### config.mk
export PLATFORM = sky130hd
export DESIGN_NAME = corr_branch_predictor
export DESIGN_NICKNAME = d
export VERILOG_FILES = /design/src/rtl/bp_pkg.sv /design/src/rtl/bp_ctrl.sv /design/src/rtl/bp_table.sv /design/src/rtl/corr_branch_predictor.sv
export SDC_FILE = /design/constraint.sdc
export NUM_CORES = 1
export LEC_CHECK = 0
export ABC_CLOCK_PERIOD_IN_PS = 3900
export CAP_MARGIN = 10
export CORE_ASPECT_RATIO = 1.2
export CORE_MARGIN = 2
export CORE_UTILIZATION = 55
export DETAILED_ROUTE_END_ITERATION = 10
export DONT_BUFFER_PORTS = 1
export PLACE_DENSITY = 0.7
export SLEW_MARGIN = 15
export SYNTH_ARGS = -nofsm -noshare
export SYNTH_HDL_FRONTEND = slang
export SYNTH_SLANG_ARGS = --single-unit
### constraint.sdc
create_clock -name clk -period 3.9 [get_ports clk]
set_input_delay 0.39 -clock clk [delete_from_list [all_inputs] [get_ports clk]]
set_output_delay 0.39 -clock clk [all_outputs]
set_load 0.05 [all_outputs]
### src/rtl/bp_pkg.sv
package bp_pkg;

  // Commands from the update control to the counter/history datapath
  typedef struct packed {
    logic cntInc;     // step the addressed counter up by one
    logic cntDec;     // step the addressed counter down by one
    logic histShift;  // shift an outcome into the global history
    logic histBit;    // the outcome to shift in
  } bpStrobes_t;

endpackage

### src/rtl/bp_ctrl.sv
module bp_ctrl
  import bp_pkg::*;
#(
  parameter int CNT_BITS = 2
) (
  input  logic                clk,
  input  logic                rst_n,
  input  logic                updValid,
  input  logic                updTaken,
  input  logic [CNT_BITS-1:0] updCnt,
  output bpStrobes_t          strobes
);

  localparam logic [CNT_BITS-1:0] CNT_MAX = {CNT_BITS{1'b1}};
  localparam logic [CNT_BITS-1:0] CNT_MIN = '0;

  always_comb begin
    strobes           = '0;
    strobes.histShift = updValid;
    strobes.histBit   = updTaken;
    // saturation is handled here, so the datapath never wraps around
    strobes.cntInc    = updValid &&  updTaken && (updCnt != CNT_MAX);
    strobes.cntDec    = updValid && !updTaken && (updCnt != CNT_MIN);
  end

  // at most one counter command per cycle
  assert_single_cmd_R5: assert property (@(posedge clk) disable iff (!rst_n)
    $onehot0({strobes.cntInc, strobes.cntDec}));

  // no command is issued unless an update is present
  assert_cmd_needs_update_R3: assert property (@(posedge clk) disable iff (!rst_n)
    !updValid |-> !(strobes.cntInc || strobes.cntDec || strobes.histShift));

endmodule

### src/rtl/bp_table.sv
module bp_table
  import bp_pkg::*;
#(
  parameter int PC_BITS   = 32,
  parameter int PC_LSB    = 2,
  parameter int IDX_BITS  = 6,
  parameter int HIST_BITS = 2,
  parameter int CNT_BITS  = 2
) (
  input  logic                 clk,
  input  logic                 rst_n,
  input  logic [PC_BITS-1:0]   lookupPc,
  input  logic [PC_BITS-1:0]   updPc,
  input  logic [HIST_BITS-1:0] updHist,
  input  bpStrobes_t           strobes,
  output logic                 predTaken,
  output logic [CNT_BITS-1:0]  updCnt,
  output logic [HIST_BITS-1:0] histQ
);

  localparam int ENT_W   = IDX_BITS + HIST_BITS;
  localparam int ENTRIES = 1 << ENT_W;
  localparam logic [CNT_BITS-1:0] CNT_INIT = CNT_BITS'((1 << (CNT_BITS - 1)) - 1);
  localparam logic [CNT_BITS-1:0] CNT_ONE  = CNT_BITS'(1);

  logic [CNT_BITS-1:0] cntTbl [ENTRIES];
  logic [ENT_W-1:0]    lookupIdx;
  logic [ENT_W-1:0]    wrIdx;

  // the address picks the row, the history picks the column inside it
  assign lookupIdx = {lookupPc[PC_LSB +: IDX_BITS], histQ};
  assign wrIdx     = {updPc[PC_LSB +: IDX_BITS], updHist};

  assign predTaken = cntTbl[lookupIdx][CNT_BITS-1];
  assign updCnt    = cntTbl[wrIdx];

  // the remaining address bits are ignored on purpose: there is no tag
  logic unusedPcBits;
  assign unusedPcBits = ^{lookupPc[PC_BITS-1:PC_LSB+IDX_BITS], lookupPc[PC_LSB-1:0],
                          updPc[PC_BITS-1:PC_LSB+IDX_BITS], updPc[PC_LSB-1:0]};

  always_ff @(posedge clk) begin
    if (!rst_n) begin
      for (int i = 0; i < ENTRIES; i++) cntTbl[i] <= CNT_INIT;
    end else if (strobes.cntInc) begin
      cntTbl[wrIdx] <= cntTbl[wrIdx] + CNT_ONE;
    end else if (strobes.cntDec) begin
      cntTbl[wrIdx] <= cntTbl[wrIdx] - CNT_ONE;
    end
  end

  // the history width decides whether there is anything to shift
  generate
    if (HIST_BITS == 1) begin : g_hist1
      always_ff @(posedge clk) begin
        if (!rst_n)                 histQ <= '0;
        else if (strobes.histShift) histQ <= strobes.histBit;
      end
    end else begin : g_histN
      always_ff @(posedge clk) begin
        if (!rst_n)                 histQ <= '0;
        else if (strobes.histShift) histQ <= {histQ[HIST_BITS-2:0], strobes.histBit};
      end
    end
  endgenerate

  // a raise moves the addressed counter up by exactly one
  assert_inc_step_R3: assert property (@(posedge clk) disable iff (!rst_n)
    strobes.cntInc |=> cntTbl[$past(wrIdx)] == $past(cntTbl[wrIdx]) + CNT_ONE);

  // a lower moves the addressed counter down by exactly one
  assert_dec_step_R4: assert property (@(posedge clk) disable iff (!rst_n)
    strobes.cntDec |=> cntTbl[$past(wrIdx)] == $past(cntTbl[wrIdx]) - CNT_ONE);

  // with no counter command, the entry under lookup keeps its value
  assert_no_cmd_hold_R5: assert property (@(posedge clk) disable iff (!rst_n)
    !(strobes.cntInc || strobes.cntDec) |=> cntTbl[$past(lookupIdx)] == $past(cntTbl[lookupIdx]));

  // the outcome lands in bit 0 after a shift
  assert_hist_newest_R6: assert property (@(posedge clk) disable iff (!rst_n)
    strobes.histShift |=> histQ[0] == $past(strobes.histBit));

  // the history holds when nothing resolves
  assert_hist_hold_R6: assert property (@(posedge clk) disable iff (!rst_n)
    !strobes.histShift |=> $stable(histQ));

endmodule

### src/rtl/corr_branch_predictor.sv
module corr_branch_predictor
  import bp_pkg::*;
#(
  parameter int PC_BITS   = 32,
  parameter int PC_LSB    = 2,
  parameter int IDX_BITS  = 6,
  parameter int HIST_BITS = 2,
  parameter int CNT_BITS  = 2
) (
  input  logic                 clk,
  input  logic                 rst_n,
  input  logic [PC_BITS-1:0]   lookupPc,
  output logic                 predTaken,
  output logic [HIST_BITS-1:0] predHist,
  input  logic                 updValid,
  input  logic [PC_BITS-1:0]   updPc,
  input  logic [HIST_BITS-1:0] updHist,
  input  logic                 updTaken
);

  bpStrobes_t          strobes;
  logic [CNT_BITS-1:0] updCnt;

  bp_ctrl #(.CNT_BITS(CNT_BITS)) i_ctrl (
    .clk      (clk),
    .rst_n    (rst_n),
    .updValid (updValid),
    .updTaken (updTaken),
    .updCnt   (updCnt),
    .strobes  (strobes)
  );

  bp_table #(
    .PC_BITS   (PC_BITS),
    .PC_LSB    (PC_LSB),
    .IDX_BITS  (IDX_BITS),
    .HIST_BITS (HIST_BITS),
    .CNT_BITS  (CNT_BITS)
  ) i_table (
    .clk       (clk),
    .rst_n     (rst_n),
    .lookupPc  (lookupPc),
    .updPc     (updPc),
    .updHist   (updHist),
    .strobes   (strobes),
    .predTaken (predTaken),
    .updCnt    (updCnt),
    .histQ     (predHist)
  );

endmodule

==> flow_summary.html <==
<table>
<tr><th>Metric</th><th>Value</th></tr>
<tr><th colspan="2">Run status</th></tr>
<tr><td>Run status</td><td>complete, but fails checks</td></tr>
<tr><td>Failing checks</td><td>negative setup slack</td></tr>
<tr><th colspan="2">CTS</th></tr>
<tr><td>TritonCTS clock tree</td><td>built</td></tr>
<tr><td>CTS Buffer Depth</td><td>3</td></tr>
<tr><td>Cell at the root of the clock tree</td><td>clkbuf_16</td></tr>
<tr><td>Sinks on the clock net</td><td>between 500 and 600</td></tr>
<tr><td>Clock insertion delay at the later pin of the skew report</td><td>between 0.6 and 0.7 ns</td></tr>
<tr><td>Clock-pin slew on the worst setup and hold paths</td><td>about 0.06 ns</td></tr>
<tr><td>Number of clock buffers inserted by TritonCTS</td><td>51</td></tr>
<tr><td>Number of H-tree levels</td><td>2</td></tr>
<tr><th colspan="2">Logic synthesis</th></tr>
<tr><td>Share of the synthesized area in compound gates (AO/OA/AOI/OAI)</td><td>0.0898</td></tr>
<tr><td>Area of the mapped netlist</td><td>around 0.03 sq mm</td></tr>
<tr><td>Leading cell type by number of instances after synthesis</td><td>edfxtp_1</td></tr>
<tr><td>Post-Synth Simple-Gate Area</td><td>0.153</td></tr>
<tr><td>Largest family of logic cells by synthesized area</td><td>multiplexers</td></tr>
<tr><td>Number of enable-type register cells in the synthesized netlist</td><td>around 500</td></tr>
<tr><td>Number of warnings printed during yosys synthesis</td><td>0</td></tr>
<tr><td>Post-synthesis share of cell area spent on full adders, half adders and majority gates</td><td>0</td></tr>
<tr><td>Post-synthesis instance total</td><td>between 2,000 and 2,500</td></tr>
<tr><td>Most used DFF post-synth</td><td>edfxtp_1</td></tr>
<tr><td>Synthesized area per cell</td><td>~13 sq um</td></tr>
<tr><td>Top cells by area in the synthesized netlist</td><td>edfxtp_1 (53%), mux4_2 (16%), o31ai_1 (6.6%)</td></tr>
<tr><td>Number of register bits inferred by synthesis</td><td>514</td></tr>
<tr><td>Top-area cell type share of the netlist area</td><td>0.528</td></tr>
<tr><td>Post-synthesis mux area share</td><td>0.176</td></tr>
<tr><td>XOR/XNOR Fraction of Synth Area</td><td>0.000902</td></tr>
<tr><td>Cell type with the largest total area after synthesis</td><td>edfxtp_1</td></tr>
<tr><td>Leading cell types by count after synthesis</td><td>edfxtp_1 (512), o31ai_1 (256), nand3_1 (217)</td></tr>
<tr><td>Proportion of register bits with asynchronous set or reset after synthesis</td><td>0</td></tr>
<tr><td>Cell variety after synth</td><td>slightly below 60</td></tr>
<tr><td>Post-Synthesis Net Count</td><td>2,317</td></tr>
<tr><td>Sequential share of the synthesized area</td><td>0.529</td></tr>
<tr><th colspan="2">Detailed routing</th></tr>
<tr><td>Final ANT Viol Nets</td><td>0</td></tr>
<tr><td>Length of routed met3 wiring</td><td>11,700 um</td></tr>
<tr><td>Number of violations reported at the end of detailed-routing iteration 0</td><td>approximately 3,600</td></tr>
<tr><td>Highest layer used for signal routing</td><td>met5</td></tr>
<tr><td>Wire length after detailed routing</td><td>95,900 um</td></tr>
<tr><td>Detailed-router iteration count before antenna repair</td><td>7</td></tr>
<tr><td>Count of vias placed by the detailed router</td><td>roughly 22,000</td></tr>
<tr><td>Drt via density</td><td>between 7 and 8</td></tr>
<tr><td>Wire length the detailed router placed on met1</td><td>roughly 31,000 um</td></tr>
<tr><td>Routed wire per std cell</td><td>33.2 um</td></tr>
<tr><td>DR DRC count</td><td>0</td></tr>
<tr><td>Total length of routed met2 wires</td><td>approximately 46,000 um</td></tr>
<tr><th colspan="2">Setup path</th></tr>
<tr><td>Worst Path Required</td><td>between 3 and 4 ns</td></tr>
<tr><td>Data arrival time of the critical path</td><td>between 3 and 4 ns</td></tr>
<tr><td>Largest fanout on the critical path</td><td>7</td></tr>
<tr><td>Startpoint Class</td><td>flip-flop</td></tr>
<tr><td>Crit path capture type</td><td>primary output</td></tr>
<tr><td>Kind of critical path</td><td>reg2out</td></tr>
<tr><th colspan="2">Cells and area</th></tr>
<tr><td>Net count, final</td><td>~2,200</td></tr>
<tr><td>Area Overhead vs Synth</td><td>13.0%</td></tr>
<tr><td>Share of final-layout standard cells stronger than drive strength 1</td><td>0.310</td></tr>
<tr><th colspan="2">STA</th></tr>
<tr><td>Crit share post-route</td><td>1.05</td></tr>
<tr><td>Max Freq</td><td>0.243 GHz</td></tr>
<tr><td>Pin slew with the least headroom to its limit</td><td>1.35 ns</td></tr>
<tr><td>Setup violation total in the final timing report</td><td>approximately 210</td></tr>
<tr><td>Post-layout minimum cycle time</td><td>~4.1 ns</td></tr>
<tr><td>Total count of hold-check failures in the final report</td><td>0</td></tr>
<tr><td>Slack of the critical path</td><td>-0.213 ns</td></tr>
<tr><td>RSZ-0062 raised after global routing</td><td>true</td></tr>
<tr><td>Normalized max-slew margin</td><td>0.101</td></tr>
<tr><td>Final Slew Violations</td><td>0</td></tr>
<tr><td>Worst clock skew</td><td>~0.030 ns</td></tr>
<tr><th colspan="2">Floorplan</th></tr>
<tr><td>Die height</td><td>roughly 260 um</td></tr>
<tr><td>Die span in x</td><td>roughly 210 um</td></tr>
<tr><td>Starting density of the core</td><td>0.555</td></tr>
<tr><td>Number of rows in the core area</td><td>~90</td></tr>
<tr><td>Core Box Area</td><td>between 0.05 and 0.06 sq mm</td></tr>
<tr><td>Top-Level Pins</td><td>73</td></tr>
<tr><td>Total Die Area</td><td>0.0549 sq mm</td></tr>
<tr><th colspan="2">Power</th></tr>
<tr><td>Final Power</td><td>~13,000 uW</td></tr>
<tr><td>Power per standard cell area</td><td>approximately 400 mW/mm^2</td></tr>
<tr><td>Max IR drop VDD</td><td>281 uV</td></tr>
<tr><td>Leak pwr</td><td>0.00892 uW</td></tr>
<tr><th colspan="2">Worst hold path</th></tr>
<tr><td>Classification of the worst-slack hold path</td><td>in2reg</td></tr>
<tr><th colspan="2">GRT</th></tr>
<tr><td>Antenna violations before repair</td><td>3</td></tr>
<tr><td>Pin count of the biggest net entering global routing</td><td>264</td></tr>
<tr><td>Total congestion overflow after global routing</td><td>0</td></tr>
<tr><td>Global-route wire length before repair</td><td>~140,000 um</td></tr>
<tr><td>Overall track demand over capacity in global routing</td><td>0.339</td></tr>
<tr><td>Via count of the first global-routing pass</td><td>about 22,000</td></tr>
<tr><th colspan="2">Placed design</th></tr>
<tr><td>Placed wire-length estimate</td><td>59,900 um</td></tr>
<tr><td>Number of port buffers</td><td>0</td></tr>
<tr><td>Worst setup slack before clock tree synthesis</td><td>-0.120 ns</td></tr>
<tr><td>Final Wtd Congestion</td><td>about 0.96</td></tr>
<tr><th colspan="2">Job</th></tr>
<tr><td>Max Cap Violations</td><td>0</td></tr>
</table>
==> final cells by class <==
cell class              instances  area, sq um
well taps                     705          882
inverters                       4         15.0
repair buffers                143         1870
diodes                          1         2.50
flip-flops and latches        514        15400
clock inverters                32          337
fillers                      3874        19500
multi-input cells            1433        13100
clock buffers                  61         1310
==> flip-flops by register name (all words and copies together), names as in the netlist <==
signal and cells:
i_table.histQ 2, i_table.cntTbl 512
==> power breakdown <==
group	internal, uW	switching [uW]
Sequential	6160	64.5
Combinational	781	1370
Clock	2860	2190
Total	9800	3630
==> worst max-delay path: stages, from the launching register on <==
cell and delay (ns):
dfxtp_4 0.46, buf_16 0.20, buf_4 0.13, mux4_2 0.50, mux4_2 0.54, mux4_2 0.57
mux4_2 0.68
==> what timing repair did <==
| action | CTS | global route |
|---|---|---|
| setup buffers | 2 | 9 |
| cloned | 3 | 15 |
| hold buffers | 5 | 1 |
| endpoints found under the hold margin | 2 | 15 |
| setup endpoints to repair | 204 | 377 |
| pin swaps | 1 | 20 |
| gates resized for setup | 5 | 145 |
==> stage by stage <==
step                      cell area [sq um]  utilization  cells  hold WS, ns  setup TNS (ns)
final                                 32900        0.628   2893      0.00989           -5.28
after detailed placement              29900        0.569   2764        0.585          -28.20
after floorplan                       29200            -   2247        0.560               0
after global routing                  32900        0.628   2893      0.00990          -19.31
after global placement                29900        0.569   2764        0.564          -18.12
after CTS                             31700        0.604   2867      0.00739          -0.184
==> cell families after synthesis <==
logic type / Yosys count
buf+inv: 300
mux: 259
simple gates: 823
xor+xnor: 3
compound gates: 348
flops: 514
==> per-layer routing <==
layer  up-vias  GRT usage
met5         -          0
met4         2      0.192
met3       395     0.0765
met2      1821      0.547
met1     10900      0.425
li1       8814          -
==> layout by cell type, fill, tap and decap left out, types with 64 or more instances in the layout <==
cell type and count:
nor3_2 120, o31ai_2 93, mux4_2 202, nor3_1 80, o31ai_1 145, nand2_1 159, buf_4 83, nor2_1 149
nand3_1 217, clkbuf_16 64, edfxtp_1 512
==> path summary, 6_finish.rpt <==
check                                  startpoint                                   end  slack [ns]  cells past startpoint
min                                         rst_n  i_table.cntTbl[198][0]$_SDFFCE_PN1P_        0.01                      1
min reg2reg         i_table.histQ[1]$_SDFFE_PN0P_         i_table.histQ[1]$_SDFFE_PN0P_        1.49                      4
max                 i_table.histQ[0]$_SDFFE_PN0P_                             predTaken       -0.21                      6
max reg2reg  i_table.cntTbl[174][1]$_SDFFCE_PN0P_  i_table.cntTbl[204][1]$_SDFFCE_PN0P_       -0.10                     11
Power figures use the tool's default switching activity.
